`src/rtl/arb_pkg.sv`:
```
package arb_pkg;

  // Adds an offset to a position and wraps once into the range [0, n).
  function automatic int wrap_add(input int base, input int ofs, input int n);
    int s;
    s = base + ofs;
    if (s >= n) s = s - n;
    return s;
  endfunction

  // Width of a binary index that covers n entries (never below 1).
  function automatic int idx_width(input int n);
    return (n > 1) ? $clog2(n) : 1;
  endfunction

endpackage

```
`src/rtl/arb_eligibility.sv`:
```
// Decides which requests may compete this cycle: while the upstream conflict
// is raised, write requests are held back and reads go through.
module arb_eligibility #(
  parameter int N_CLIENTS = 4
) (
  input  logic [N_CLIENTS-1:0] req,
  input  logic [N_CLIENTS-1:0] req_we,
  input  logic                 conflict_in,
  output logic [N_CLIENTS-1:0] elig
);

  logic [N_CLIENTS-1:0] write_block;

  always_comb begin
    write_block = req_we & {N_CLIENTS{conflict_in}};
    elig        = req & ~write_block;
  end

endmodule

```
`src/rtl/arb_rr_pick.sv`:
```
// Round-robin selection: the first eligible client found scanning upward from
// ptr, wrapping at N_CLIENTS. Returns the winner in both one-hot and binary form.
module arb_rr_pick #(
  parameter int N_CLIENTS = 4,
  parameter int IDX_W     = 2
) (
  input  logic [N_CLIENTS-1:0] elig,
  input  logic [IDX_W-1:0]     ptr,
  output logic                 found,
  output logic [IDX_W-1:0]     sel_idx,
  output logic [N_CLIENTS-1:0] sel_onehot
);

  int pos;

  always_comb begin
    found      = 1'b0;
    sel_idx    = '0;
    sel_onehot = '0;
    pos        = 0;
    for (int i = 0; i < N_CLIENTS; i++) begin
      pos = arb_pkg::wrap_add(int'(ptr), i, N_CLIENTS);
      if (!found && elig[pos]) begin
        found           = 1'b1;
        sel_idx         = pos[IDX_W-1:0];
        sel_onehot[pos] = 1'b1;
      end
    end
  end

endmodule

```
`src/rtl/arb_conflict_link.sv`:
```
// Drives the outgoing conflict: this arbiter's own write selection, plus the
// incoming conflict when forwarding is enabled.
module arb_conflict_link #(
  parameter bit CHAIN_PASS = 1'b1
) (
  input  logic own_write,
  input  logic conflict_in,
  output logic conflict_out
);

  localparam logic PASS_EN = CHAIN_PASS;

  assign conflict_out = own_write | (PASS_EN & conflict_in);

endmodule

```
`src/rtl/port_arbiter.sv`:
```
module port_arbiter #(
  parameter int N_CLIENTS  = 4,
  parameter bit CHAIN_PASS = 1'b1,
  localparam int IDX_W     = arb_pkg::idx_width(N_CLIENTS)
) (
  input  logic                 clk,
  input  logic                 rst,
  input  logic [N_CLIENTS-1:0] req,
  input  logic [N_CLIENTS-1:0] req_we,
  input  logic                 conflict_in,
  output logic                 conflict_out,
  output logic [N_CLIENTS-1:0] grant,
  output logic [IDX_W-1:0]     grant_idx,
  output logic                 grant_valid,
  output logic                 grant_we
);

  localparam logic [IDX_W-1:0] LAST_IDX = IDX_W'(N_CLIENTS - 1);

  logic [N_CLIENTS-1:0] elig;
  logic                 found;
  logic [IDX_W-1:0]     sel_idx;
  logic [N_CLIENTS-1:0] sel_onehot;
  logic                 own_write;
  logic [IDX_W-1:0]     ptr_q;

  arb_eligibility #(.N_CLIENTS(N_CLIENTS)) u_elig (
    .req         (req),
    .req_we      (req_we),
    .conflict_in (conflict_in),
    .elig        (elig)
  );

  arb_rr_pick #(.N_CLIENTS(N_CLIENTS), .IDX_W(IDX_W)) u_pick (
    .elig       (elig),
    .ptr        (ptr_q),
    .found      (found),
    .sel_idx    (sel_idx),
    .sel_onehot (sel_onehot)
  );

  assign own_write = found & (|(sel_onehot & req_we));

  arb_conflict_link #(.CHAIN_PASS(CHAIN_PASS)) u_link (
    .own_write    (own_write),
    .conflict_in  (conflict_in),
    .conflict_out (conflict_out)
  );

  always_ff @(posedge clk) begin
    if (rst) begin
      grant       <= '0;
      grant_idx   <= '0;
      grant_valid <= 1'b0;
      grant_we    <= 1'b0;
      ptr_q       <= '0;
    end else begin
      grant       <= sel_onehot;
      grant_valid <= found;
      grant_we    <= own_write;
      if (found) begin
        grant_idx <= sel_idx;
        ptr_q     <= (sel_idx == LAST_IDX) ? '0 : sel_idx + 1'b1;
      end
    end
  end

endmodule

```
`config.mk`:
```
export PLATFORM = sky130hd
export DESIGN_NAME = port_arbiter
export DESIGN_NICKNAME = d
export VERILOG_FILES = /design/src/rtl/arb_pkg.sv /design/src/rtl/arb_eligibility.sv /design/src/rtl/arb_rr_pick.sv /design/src/rtl/arb_conflict_link.sv /design/src/rtl/port_arbiter.sv
export SDC_FILE = /design/constraint.sdc
export NUM_CORES = 1
export LEC_CHECK = 0
export BUFFER_PORTS_ARGS = -buffer_cell sky130_fd_sc_hd__buf_2
export CAP_MARGIN = 20
export CORE_MARGIN = 2
export CORE_UTILIZATION = 47
export DETAILED_ROUTE_END_ITERATION = 8
export GPL_TIMING_DRIVEN = 0
export PLACE_DENSITY = 0.79
export SLEW_MARGIN = 40
export SYNTH_ARGS = -nofsm -noshare
export SYNTH_HDL_FRONTEND = slang
export SYNTH_HIERARCHICAL = 1
export SYNTH_SLANG_ARGS = --single-unit
```
`constraint.sdc`:
```
create_clock -name clk -period 2.9 [get_ports clk]
set_input_delay 0.435 -clock clk [delete_from_list [all_inputs] [get_ports clk]]
set_output_delay 0.435 -clock clk [all_outputs]
set_load 0.1 [all_outputs]
```
==> impl_metrics.tcl <==
set metrics [dict create \
    avgSynthCellArea_um2 10.1 \
    crit_path_end_kind "output port" \
    crit_buf_inv 3 \
    crit_family "compound AO/OA/AOI/OAI gates" \
    slowest_stage "dfxtp_4" \
    io_pins 20 \
    antenna_cells 0 \
    cp-start-kind "register" \
    synth_warnings 6 \
    portBuffers 19 \
    setup_viol 1 \
    gp_congestion 0.849 \
    dp_hpwl_mm 1.36 \
    cpMostUsedCell "a22oi_1" \
    cp.required_ns 2.47 \
    period_minus_slack_ns 3.22 \
    grt_usage 0.219 \
    slew_headroom 0.658 \
    syn_nets 103 \
    path_cells "inv_4, ha_4, mux4_2, buf_6, nor4b_4, a22oi_1, o21ai_1, a22oi_1, a21boi_1, or2_4, buf_12" \
    cts_buffers 3 \
    die_x_um 46.2 \
    core-area_um2 1710 \
    antenna_violating_nets_post_route 0 \
    rsz0062_at_grt "yes" \
    seq_area_frac_synth 0.239 \
    tritoncts "built" \
    tightest_slew_ns 0.509 \
    grt_max_degree 11 \
    min_path_cells 2 \
    clockBufferDepth 2 \
    final-max-slew-violation-count 0 \
    overflow 0 \
    skew_ns 0.00615 \
    drv_cap 0 \
    via_per_inst 5.76 \
    wirelength_mm 2.09 \
    die_area_um2 2140 \
    fin_crit_sh 1.11 \
    min_to "ptr_q[0]" \
    area_delta_synth_final_pct 39.3 \
    clkSinkCount 10 \
    netlist_instances 83 \
    drive_gt1_frac 0.487 \
    route.detailed.drc 0 \
    cpPeakStageDelay_ns 0.41 \
    initial_core_util 0.491 \
    reg2reg_to "ptr_q[0]" \
    cts_root_buf "clkbuf_4" \
    r2r_start "ptr_q[0]" \
    dr_total_vias 830 \
    layout_setup_ws_ns -0.320 \
    hold_viol 0 \
    tns_ns -0.320 \
    fin_nets 140 \
    outcome "finished with violations" \
    first_global_vias 712 \
    hp-start "rst" \
    netlist_area_um2 838 \
    grt_pass1_wl_mm 3.27 \
    row_count 15 \
    violations "negative setup slack" \
    grt_antenna_before_repair 0 \
    drt_iter0_drc 39 \
    cp_max_fo 6 \
    wl_per_cell_um 14.5 \
    firstDrtPassIters 4 \
    clkTransAtPathRegs_ns 0.07 \
    timing.reg2reg.setup_slack_ns 0.05 \
    holdCritPathClass "primary input to register" \
    crit_arrival_ns 2.79 \
    reg2regPathDepth 12 \
    ys_ff_latch 10 \
    die-height_um 46.2 \
    h-tree-depth 1 \
    worstSetupPathType "register to output port" \
    cts_hold_buffers 0 \
    yosysUniqueCellTypes 30 \
    clk_latency_ns 0.27 \
    timing.fmax_mhz 311 \
]
## layout make-up
class	instances	area [um^2]
Timing Repair Buffer	33	215
Multi-Input combinational cell	65	634
Buffer	3	22.5
Inverter	4	20.0
Tap cell	25	31.3
Fill cell	123	541
Sequential cell	10	208
Clock buffer	4	36.3
## layout by cell type (no fill, tap or decap), types with 2 or more instances in the layout
cell / instances
mux2i_1: 4
buf_2: 18
nor2b_1: 4
nor2_1: 5
ha_1: 8
buf_4: 13
mux4_1: 2
nand2b_1: 2
o21ai_2: 3
a21boi_1: 6
mux4_2: 2
a22oi_1: 7
dfxtp_1: 8
clkbuf_4: 3
buf_6: 2
inv_4: 2
inv_1: 2
mux2_2: 2
dfxtp_4: 2
a22oi_2: 3
## logic make-up (layout without fill, tap and decap cells)
kind of cell	after synthesis	count (layout)	synth area share
AO/OA/AOI/OAI	27	27	0.225
AND/OR/NAND/NOR	19	19	0.152
multiplexers	10	10	0.191
flip-flops	10	10	0.239
adder cells (fa/ha/maj)	9	9	0.134
buffers and inverters	8	44	0.0582
## layer usage
| layer | global-route usage | part of all wire | vias to the layer above |
|---|---|---|---|
| met1 | 0.264 | 0.42 | 405 |
| met3 | 0.0588 | 0.052 | 2 |
| met2 | 0.361 | 0.52 | 35 |
| met5 | 0 | 0 | - |
| li1 | - | - | 388 |
| met4 | 0.0914 | 0.0067 | 0 |
## worst register-to-register path, cell delays in order (launching register included)
cell	delay, ns
dfxtp_4	0.41
inv_4	0.05
ha_4	0.28
mux4_2	0.29
buf_6	0.15
nor4b_4	0.41
buf_4	0.18
buf_4	0.09
nor2_1	0.04
a32o_1	0.24
ha_1	0.17
or3b_1	0.36
a21oi_2	0.12
## timing repair
action	in CTS	in global routing
setup buffers	12	2
hold endpoints to repair	0	0
pin swaps	8	4
setup endpoints to repair	1	1
resized for setup	14	8
## cell usage after synthesis
master,instances,area [um^2]
a21oi_1,2,10.0
nor4_1,1,6.26
nor2b_2,1,8.76
nor2_1,5,18.8
a32o_1,1,10.0
mux4_2,2,45.0
buf_6,2,22.5
nor3_1,1,5.00
or2_1,1,6.26
or3b_1,1,8.76
a21boi_1,5,37.5
buf_4,1,7.51
dfxtp_1,10,200
nand2b_1,2,12.5
a21boi_0,1,7.51
mux4_1,2,52.6
nand2_1,1,3.75
o31ai_1,1,7.51
o311ai_0,1,8.76
ha_1,9,113
clkbuf_1,1,3.75
a22oi_1,10,75.1
and2b_2,1,8.76
mux2_2,2,22.5
o211ai_1,1,7.51
o21ai_0,5,25.0
inv_1,4,15.0
mux2i_1,4,40.0
nor4b_4,1,23.8
nor2b_1,4,25.0
## sequential cells by signal, indices dropped and copies added, names as in the netlist
register and count:
grant_we 1, grant 4, ptr_q 2, grant_valid 1
grant_idx 2
## worst max-delay path by stage
stage	from	to	slack (ns)	cells past startpoint
3_5_place_dp	conflict_in	conflict_out	-0.43	11
6_report	ptr_q[0]	conflict_out	-0.32	11
2_1_floorplan	ptr_q[0]	conflict_out	0.04	11
4_1_cts	ptr_q[0]	conflict_out	-0.18	11
5_1_grt	ptr_q[0]	conflict_out	-0.46	11
3_3_place_gp	ptr_q[0]	conflict_out	-0.38	12
## per-stage QoR
stage                      util  worst slack [ns]  hold slack, ns  cells  instance area [um^2]
after floorplan               -            0.0368           0.482     83                   856
after global placement    0.575            -0.380           0.470    127                   982
after detailed placement  0.575            -0.427           0.478    127                   982
after CTS                 0.660            -0.181           0.443    142                  1130
after global routing      0.684            -0.456           0.444    144                  1170
final                     0.684            -0.320           0.430    144                  1170
Power is not shown: default switching activity piles up to over one toggle a cycle in this logic, so the estimate is an artifact.
